===== src/rtl/rxeof_pkg.sv =====
package rxeof_pkg;

  typedef enum logic [1:0] {
    IRQ_OFF     = 2'b00,
    IRQ_FIRST   = 2'b01,
    IRQ_ALL     = 2'b10,
    IRQ_SPECIAL = 2'b11
  } irq_mode_e;

  typedef struct packed {
    logic       first;
    logic       eof;
    logic       crc;
    logic [2:0] resid;
  } stat_t;

  // leftover bit count of the final character -> non-binary residue code
  function automatic logic [2:0] residue_code(input logic [2:0] left);
    logic [2:0] code;
    case (left)
      3'd0:    code = 3'b110;
      3'd1:    code = 3'b111;
      3'd2:    code = 3'b000;
      3'd3:    code = 3'b001;
      3'd4:    code = 3'b010;
      3'd5:    code = 3'b011;
      3'd6:    code = 3'b100;
      default: code = 3'b101;
    endcase
    return code;
  endfunction

endpackage


===== src/rtl/rxeof_assembler.sv =====
module rxeof_assembler #(
  parameter int CHAR_W = 8
) (
  input  logic                          clk,
  input  logic                          rst_n,
  input  logic                          bit_vld,
  input  logic                          bit_in,
  input  logic                          flag_end,
  output logic                          push_ev,
  output logic [CHAR_W-1:0]             push_data,
  output logic                          push_final,
  output logic [$clog2(CHAR_W)-1:0]     push_left,
  output logic [$clog2(CHAR_W+1)-1:0]   cnt_o
);
  localparam int CW = $clog2(CHAR_W + 1);
  localparam int LW = $clog2(CHAR_W);

  logic [CHAR_W-1:0] sh_q;
  logic [CW-1:0]     cnt_q;
  logic              full_char;

  assign full_char = (cnt_q == CW'(CHAR_W));
  assign cnt_o     = cnt_q;

  always_comb begin
    push_ev    = 1'b0;
    push_final = 1'b0;
    push_data  = sh_q;
    push_left  = full_char ? '0 : LW'(cnt_q);
    if (flag_end) begin
      push_ev    = (cnt_q != '0);
      push_final = 1'b1;
    end else if (bit_vld && full_char) begin
      push_ev = 1'b1;
    end
  end

  always_ff @(posedge clk or negedge rst_n) begin
    if (!rst_n) begin
      sh_q  <= '0;
      cnt_q <= '0;
    end else if (flag_end) begin
      sh_q  <= '0;
      cnt_q <= '0;
    end else if (bit_vld) begin
      if (full_char) begin
        sh_q  <= {bit_in, {(CHAR_W-1){1'b0}}};
        cnt_q <= CW'(1);
      end else begin
        sh_q  <= {bit_in, sh_q[CHAR_W-1:1]};
        cnt_q <= cnt_q + CW'(1);
      end
    end
  end

endmodule


===== src/rtl/rxeof_fifo.sv =====
module rxeof_fifo #(
  parameter int W     = 8,
  parameter int DEPTH = 3
) (
  input  logic                         clk,
  input  logic                         rst_n,
  input  logic                         wr_en,
  input  logic [W-1:0]                 wr_data,
  input  logic                         rd_en,
  output logic [W-1:0]                 rd_data,
  output logic [$clog2(DEPTH+1)-1:0]   level
);
  localparam int AW = (DEPTH > 1) ? $clog2(DEPTH) : 1;
  localparam int LW = $clog2(DEPTH + 1);

  logic [W-1:0]  mem [DEPTH];
  logic [AW-1:0] wptr_q, rptr_q;
  logic [LW-1:0] lvl_q;

  function automatic logic [AW-1:0] ptr_inc(input logic [AW-1:0] p);
    return (p == AW'(DEPTH - 1)) ? '0 : p + AW'(1);
  endfunction

  assign rd_data = mem[rptr_q];
  assign level   = lvl_q;

  always_ff @(posedge clk) begin
    if (wr_en) mem[wptr_q] <= wr_data;
  end

  always_ff @(posedge clk or negedge rst_n) begin
    if (!rst_n) begin
      wptr_q <= '0;
      rptr_q <= '0;
      lvl_q  <= '0;
    end else begin
      if (wr_en) wptr_q <= ptr_inc(wptr_q);
      if (rd_en) rptr_q <= ptr_inc(rptr_q);
      case ({wr_en, rd_en})
        2'b10:   lvl_q <= lvl_q + LW'(1);
        2'b01:   lvl_q <= lvl_q - LW'(1);
        default: lvl_q <= lvl_q;
      endcase
    end
  end

endmodule


===== src/rtl/rxeof_irq.sv =====
module rxeof_irq
  import rxeof_pkg::*;
(
  input  irq_mode_e mode,
  input  logic      head_valid,
  input  logic      head_first,
  input  logic      locked,
  input  logic      overrun,
  output logic      irq
);
  logic special;
  assign special = locked | overrun;

  always_comb begin
    case (mode)
      IRQ_FIRST:   irq = special | (head_valid & head_first & ~locked);
      IRQ_ALL:     irq = special | (head_valid & ~locked);
      IRQ_SPECIAL: irq = special;
      default:     irq = 1'b0;
    endcase
  end

endmodule


===== src/rtl/sdlc_rx_eof_status.sv =====
module sdlc_rx_eof_status
  import rxeof_pkg::*;
#(
  parameter int CHAR_W = 8,
  parameter int DEPTH  = 3
) (
  input  logic              clk,
  input  logic              rst_n,
  input  logic              rx_bit_vld,
  input  logic              rx_bit,
  input  logic              rx_flag_end,
  input  logic              crc_bad,
  input  logic [1:0]        int_mode,
  input  logic              rd_pop,
  input  logic              err_reset,
  output logic              rd_valid,
  output logic [CHAR_W-1:0] rd_data,
  output logic [2:0]        rd_resid,
  output logic              rd_crc_err,
  output logic              rd_eof,
  output logic              overrun,
  output logic              irq
);
  localparam int CW = $clog2(CHAR_W + 1);
  localparam int LW = $clog2(CHAR_W);
  localparam int QW = $clog2(DEPTH + 1);
  localparam int SW = $bits(stat_t);

  // named internal events
  logic              push_ev, push_final, push_ok, push_drop, pop_ev;
  logic [CHAR_W-1:0] push_data;
  logic [LW-1:0]     push_left;
  logic [CW-1:0]     asm_cnt;
  logic [QW-1:0]     dlevel, slevel;
  logic              q_empty, q_full;
  logic              head_eof;
  stat_t             push_stat, head_stat, frame_stat_q;
  logic              locked_q, ovr_q, frame_start_q;

  rxeof_assembler #(.CHAR_W(CHAR_W)) u_asm (
    .clk, .rst_n,
    .bit_vld   (rx_bit_vld),
    .bit_in    (rx_bit),
    .flag_end  (rx_flag_end),
    .push_ev   (push_ev),
    .push_data (push_data),
    .push_final(push_final),
    .push_left (push_left),
    .cnt_o     (asm_cnt)
  );

  assign q_empty   = (dlevel == '0);
  assign q_full    = (dlevel == QW'(DEPTH));
  assign pop_ev    = rd_pop & ~q_empty & ~locked_q;
  assign push_ok   = push_ev & (~q_full | pop_ev);
  assign push_drop = push_ev & ~push_ok;

  always_comb begin
    push_stat.first = frame_start_q;
    push_stat.eof   = push_final | locked_q;
    push_stat.crc   = push_final & crc_bad;
    push_stat.resid = residue_code(push_final ? 3'(push_left) : 3'd0);
  end

  rxeof_fifo #(.W(CHAR_W), .DEPTH(DEPTH)) u_dq (
    .clk, .rst_n,
    .wr_en  (push_ok),
    .wr_data(push_data),
    .rd_en  (pop_ev),
    .rd_data(rd_data),
    .level  (dlevel)
  );

  logic [SW-1:0] head_raw;
  rxeof_fifo #(.W(SW), .DEPTH(DEPTH)) u_sq (
    .clk, .rst_n,
    .wr_en  (push_ok),
    .wr_data(push_stat),
    .rd_en  (pop_ev),
    .rd_data(head_raw),
    .level  (slevel)
  );
  assign head_stat = stat_t'(head_raw);
  assign head_eof  = head_stat.eof;

  always_ff @(posedge clk or negedge rst_n) begin
    if (!rst_n) begin
      locked_q      <= 1'b0;
      ovr_q         <= 1'b0;
      frame_start_q <= 1'b1;
      frame_stat_q  <= '0;
    end else begin
      if (err_reset) begin
        locked_q <= 1'b0;
      end else if (pop_ev && head_eof) begin
        locked_q     <= 1'b1;
        frame_stat_q <= head_stat;
      end
      if (err_reset)      ovr_q <= 1'b0;
      else if (push_drop) ovr_q <= 1'b1;
      if (rx_flag_end)    frame_start_q <= 1'b1;
      else if (push_ev)   frame_start_q <= 1'b0;
    end
  end

  assign rd_valid   = ~q_empty;
  assign rd_resid   = locked_q ? frame_stat_q.resid : head_stat.resid;
  assign rd_crc_err = locked_q ? frame_stat_q.crc : head_stat.crc;
  assign rd_eof     = locked_q | (rd_valid & head_eof);
  assign overrun    = ovr_q;

  rxeof_irq u_irq (
    .mode      (irq_mode_e'(int_mode)),
    .head_valid(rd_valid),
    .head_first(head_stat.first),
    .locked    (locked_q),
    .overrun   (ovr_q),
    .irq       (irq)
  );

endmodule


===== config.mk =====
export PLATFORM = sky130hd
export DESIGN_NAME = sdlc_rx_eof_status
export DESIGN_NICKNAME = d
export VERILOG_FILES = /design/src/rtl/rxeof_pkg.sv /design/src/rtl/rxeof_assembler.sv /design/src/rtl/rxeof_fifo.sv /design/src/rtl/rxeof_irq.sv /design/src/rtl/sdlc_rx_eof_status.sv
export SDC_FILE = /design/constraint.sdc
export NUM_CORES = 1
export LEC_CHECK = 0
export BUFFER_PORTS_ARGS = -buffer_cell sky130_fd_sc_hd__buf_2
export CAP_MARGIN = 5
export CORE_UTILIZATION = 53
export CTS_CLUSTER_DIAMETER = 80
export DETAILED_ROUTE_END_ITERATION = 10
export GPL_ROUTABILITY_DRIVEN = 0
export HOLD_SLACK_MARGIN = 0.08
export MAX_ROUTING_LAYER = met4
export PLACE_DENSITY = 0.72
export SYNTH_ARGS = -nofsm -noshare
export SYNTH_HDL_FRONTEND = slang
export SYNTH_SLANG_ARGS = --single-unit
export TNS_END_PERCENT = 100

===== constraint.sdc =====
create_clock -name clk -period 3.5 [get_ports clk]
set_input_delay 1.05 -clock clk [delete_from_list [all_inputs] [get_ports clk]]
set_output_delay 1.05 -clock clk [all_outputs]
set_load 0.05 [all_outputs]

==> flow_summary.toml, run 1 <==
[status]
status = "finished, final reports clean"

[logic_synthesis]
synth_top_family_by_area = "simple AND/OR/NAND/NOR gates"
synthTopCellsByCount = "edfxtp_1, dfrtp_1, nor2_1"
synth_compound_area_share_pct = 9.803
synth-seq-cells = 71
synth_edf_count = 42
synth_nets = 261
synth_most_common_cell = "edfxtp_1"
yosys-top-cells-area = "edfxtp_1, dfrtp_1, mux2i_1"
synth_xor_area_share_pct = 1.148
yosys.area.top_type = "edfxtp_1"
syn_inst = 245
synthAdderAreaFrac_pct = 2.461
avgSynthCellArea_um2 = 12.45
ys_warn_count = 0
synth_mux_area_share_pct = 6.235
ys_seq_area_share_pct = 65.18
synth_area_um2 = 3050
synth_top_cell_area_share_pct = 41.35
synth_cell_type_count = 39
ys.flop_type = "edfxtp_1"
synthArstFlopShare_pct = 40.85
yosys.area_share.simple_pct = 11.85

[setup_path]
r2r_cells = 7
startpoint_type = "primary input"
end_kind = "output pin"
critical_path_class = "in -> out"
arrival_ns = 2.00
required_ns = 2.45
path_max_fanout = 2

[place]
dp_hpwl_um = 3387
place_area_um2 = 3258
portBuffers = 25

[die]
core_area_um2 = 5540
die_area_um2 = 6063
start_util_pct = 55.06
die_w_um = 77.87
die_h_um = 77.87
io-pin-count = 26
rows = 27

[sta]
fin_crit_sh_pct = 87.06
finalHoldViolCount = 0
fmax_mhz = 328.2
setup_viol = 0
worstMarginPinSlew_ns = 0.8799
fin_skew_ns = 0.007946
tns_ns = 0
slew_headroom_pct = 41.34
drv_slew = 0
period_needed_ns = 3.047
rsz0062_at_grt = "no"

[detailed_routing]
wl_per_cell_um = 14.50
drt-total-wl_um = 5088
viasPerCell = 5.288
firstDrtPassIters = 4
vias = 1856
ant_nets = 0
drt_iter0_drc = 112
route.detailed.drc = 0

[min_path]
hp-class = "reg -> reg"
holdPathStages = 2

[finish]
synthToLayoutAreaGrowth_pct = 14.07
drive_gt1_share_pct = 18.64
multi_input_area_um2 = 960.9
final_util_pct = 62.80
insertedDiodeCount = 0
ff_latch_area_um2 = 1988
final_nets = 290
final_area_um2 = 3480
fillCellCount = 445

[pwr]
p_leak_nw = 1.471
power_mw = 2.837
vdd_drop_max_v = 0.0004393
powerDensity_nw_per_um2 = 815.4

[clocking]
cts_buffers = 9
root_buffer = "clkbuf_8"
htree_levels = 3
hold_buffers = 0
cts_resized = 0
cts_sinks = 71
clk-insertion-delay-late_ns = 0.34
postCtsSetupRepairBufs = 0
cts_buffer_depth = 2
clk_pin_slew_ns = 0.08
cts_tree = "done"

[global_route]
grt_max_degree = 30
gr-total-overflow = 0
grt_pass1_vias = 1811
groute.usage.overall_pct = 19.75
grt_pass1_wl_um = 8514
antenna_found_initial = 0

[flow_run]
drv_cap = 0
==> cells by family (layout without fill, tap and decap cells) <==
family | after synthesis | count (layout)
AOI/OAI and AO/OA | 50 | 50
adders and majority gates | 6 | 6
DFF | 71 | 71
buffers and inverters | 25 | 59
and+or+nand+nor | 70 | 70
xor gates and xnor gates | 4 | 4
muxes | 19 | 19
==> stage by stage <==
stage | hold slack (ns) | setup slack [ns] | std cells
after global routing | 0.5493 | 0.3879 | 351
after CTS | 0.5255 | 0.4529 | 351
final | 0.5233 | 0.4529 | 351
after global placement | 0.4975 | 0.4800 | 335
after detailed placement | 0.5115 | 0.4606 | 335
after floorplan | 0.4515 | 0.2200 | 245
==> final cells by class <==
type                    count  area share, %
repair buffers             32          5.106
well taps                  72          2.589
clock inverters             7          2.805
flip-flops and latches     71          57.14
multi-input cells         149          27.62
clock buffers               9          3.560
inverters                  11          1.187
==> path summary, 6_finish.rpt <==
kind,start,endpoint,slack (ns)
min in group asynchronous,rst_n,u_dq.level[0]$_DFFE_PN0P_,0.75
setup reg to reg,u_asm.cnt_o[0]$_DFFE_PN0P_,u_dq.level[1]$_DFFE_PN0P_,1.01
max in group asynchronous,rst_n,u_asm.cnt_o[1]$_DFFE_PN0P_,2.31
hold / removal,frame_stat_q[0]$_DFFE_PN0P_,frame_stat_q[0]$_DFFE_PN0P_,0.52
hold reg to reg,frame_stat_q[0]$_DFFE_PN0P_,frame_stat_q[0]$_DFFE_PN0P_,0.52
setup / recovery,int_mode[0],irq,0.45
==> flip-flops by register name (all words and copies together), names as in the netlist <==
name,count
u_sq.mem,18
u_asm.push_data,8
locked_q,1
u_dq.level,2
u_dq.wptr_q,2
u_sq.wptr_q,2
u_dq.rptr_q,2
overrun,1
frame_stat_q,4
frame_start_q,1
u_asm.cnt_o,4
u_dq.mem,24
u_sq.rptr_q,2
==> placed cells by master, fill, tap and decap left out, types with 2 or more instances in the layout <==
cell type	count
o21ai_1	9
a211oi_1	3
a21oi_1	16
clkinvlp_4	2
nor3_1	4
a21o_1	9
nor3b_1	5
mux2i_1	19
inv_1	11
clkinv_4	2
ha_1	6
xor2_1	2
buf_4	7
nor2b_1	10
edfxtp_1	42
dfrtp_1	28
xnor2_1	2
o21ai_0	6
clkbuf_8	9
nor2_1	21
buf_2	25
bufinv_16	2
nand2_1	20
==> critical path, stage by stage <==
cell and delay (ns):
buf_2 0.11, inv_1 0.07, ha_1 0.17, nor2_1 0.04, nand2_1 0.07, nand4_1 0.09, a21oi_1 0.12, buf_2 0.27
==> power by group <==
group	leakage [nW]	internal (mW)	switching (mW)
Sequential	0.743	1.03	0.166
Combinational	0.622	0.296	0.638
Clock	0.105	0.402	0.307
==> metal layers <==
metal  track usage (%)  routed length (um)
met4             10.75                  55
met5                 -                   0
met2             28.67                2317
met1             25.20                2498
met3             5.412                 217
No activity file was read; power rests on OpenSTA's default activity.
==> inputs of run 2 (changes only) <==
clock period = 3.78 ns   (was 3.5 ns; I/O delays follow)
==> run 2 against run 1 <==
Net effect: sequential share of layout area grew 0.39 points; final cell count shrank 0.57%; count of clock-buffer cells in the layout grew 1; critical path depth is the same; power shrank 8.0%; largest cell class unchanged.
==> flow_summary.toml, run 2 (synthesis gave the netlist of run 1 again) <==
[setup_path]
crit-reg2reg-launch = "u_asm.cnt_o[1]$_DFFE_PN0P_"
r2r_cells = 7
required_ns = 2.65
crit_slowest_cell = "buf_2"
path_cells = "buf_2, inv_1, ha_1, nor2_1, nand2_1, nand4_1, a21oi_1, buf_2"
critPathTopFamily = "buffers and inverters"
crit_top_cell = "buf_2"
crit_start = "int_mode[0]"
crit_path_max_incr_delay_ns = 0.27
path_depth = 8
arrival_ns = 2.10
startpoint_type = "primary input"
critPathBufInv = 3
path_max_fanout = 2
end_kind = "output pin"
critical_path_class = "in -> out"

[sta]
finalHoldViolCount = 0
period_needed_ns = 3.232
drv_slew = 0
slew_headroom_pct = 39.72
fin_skew_ns = 0.01303
fmax_mhz = 309.4
tns_ns = 0
worstMarginPinSlew_ns = 0.9043
fin_crit_sh_pct = 85.51
setup_viol = 0
rsz0062_at_grt = "no"

[detailed_routing]
viasPerCell = 5.215
vias = 1820
ant_nets = 0
firstDrtPassIters = 4
route.detailed.drc = 0
wl_per_cell_um = 14.57
drt-total-wl_um = 5086
drt_iter0_drc = 76

[die]
die_area_um2 = 6063
core_area_um2 = 5540
die_w_um = 77.87
rows = 27
io-pin-count = 26
die_h_um = 77.87
start_util_pct = 55.06

[clocking]
postCtsSetupRepairBufs = 0
clk-insertion-delay-late_ns = 0.34
clk_pin_slew_ns = 0.07
cts_resized = 0
htree_levels = 3
hold_buffers = 0
root_buffer = "clkbuf_8"
cts_buffers = 9
cts_tree = "done"
cts_buffer_depth = 2
cts_sinks = 71

[pwr]
powerDensity_nw_per_um2 = 755.4
vdd_drop_max_v = 0.0004479
p_leak_nw = 1.459
power_mw = 2.611

[finish]
final_nets = 288
largest_register_ffs = 24
layout_commonest_cell = "edfxtp_1"
synthToLayoutAreaGrowth_pct = 13.29
largest-register = "u_dq.mem"
final_cell_mix = "edfxtp_1, dfrtp_1, buf_2"
insertedDiodeCount = 0
final_area_um2 = 3456
drive_gt1_share_pct = 17.33
final_util_pct = 62.38

[min_path]
min_from = "u_asm.push_data[4]$_DFFE_PN0P_"
holdPathStages = 0
hp-class = "reg -> reg"

[place]
dp_hpwl_um = 3419
place_area_um2 = 3243
portBuffers = 25

[global_route]
groute.usage.overall_pct = 19.72
grt_pass1_vias = 1684
antenna_found_initial = 0
grt_pass1_wl_um = 8542
grt_max_degree = 30
gr-total-overflow = 0

[flow_run]
drv_cap = 0

[status]
status = "finished, final reports clean"
==> run 2: final timing paths <==
| check | to | slack [ns] |
|---|---|---|
| worst max register to register | u_dq.level[1]$_DFFE_PN0P_ | 1.32 |
| min in group asynchronous | u_dq.rptr_q[1]$_DFFE_PN0P_ | 0.81 |
| worst max-delay path | irq | 0.55 |
| worst min-delay path | u_dq.mem[0][4]$_DFFE_PP_ | 0.52 |
| max in group asynchronous | u_asm.cnt_o[1]$_DFFE_PN0P_ | 2.53 |
| worst min register to register | u_dq.mem[0][4]$_DFFE_PP_ | 0.52 |
==> run 2: report_power, final <==
part / internal (mW) / switching (mW) / leakage, nW
Sequential: 0.952 / 0.154 / 0.743
Combinational: 0.272 / 0.590 / 0.612
Clock: 0.369 / 0.272 / 0.104
==> run 2: layer usage <==
| metal | part of all wire (%) | global-route usage [%] |
|---|---|---|
| met4 | 1.5 | 9.623 |
| met2 | 45 | 26.90 |
| met3 | 3.2 | 4.941 |
| met1 | 50 | 27.50 |
| met5 | 0 | - |
==> run 2: layout make-up <==
cell class | instances | area, um^2
Fill cell | 437 | 2085
Sequential cell | 71 | 1988
Multi-Input combinational cell | 149 | 960.9
Timing Repair Buffer | 30 | 162.7
Clock buffer | 10 | 127.6
Tap cell | 72 | 90.09
Clock inverter | 6 | 85.08
Inverter | 11 | 41.29
==> run 2: stage by stage <==
| step | std cells | hold WS [ns] | worst slack [ns] |
|---|---|---|---|
| final | 349 | 0.5220 | 0.5477 |
| after global routing | 349 | 0.5510 | 0.4954 |
| after CTS | 349 | 0.5251 | 0.5523 |
| after detailed placement | 333 | 0.5067 | 0.5619 |
| after global placement | 333 | 0.5001 | 0.5877 |
| after floorplan | 245 | 0.4515 | 0.3320 |
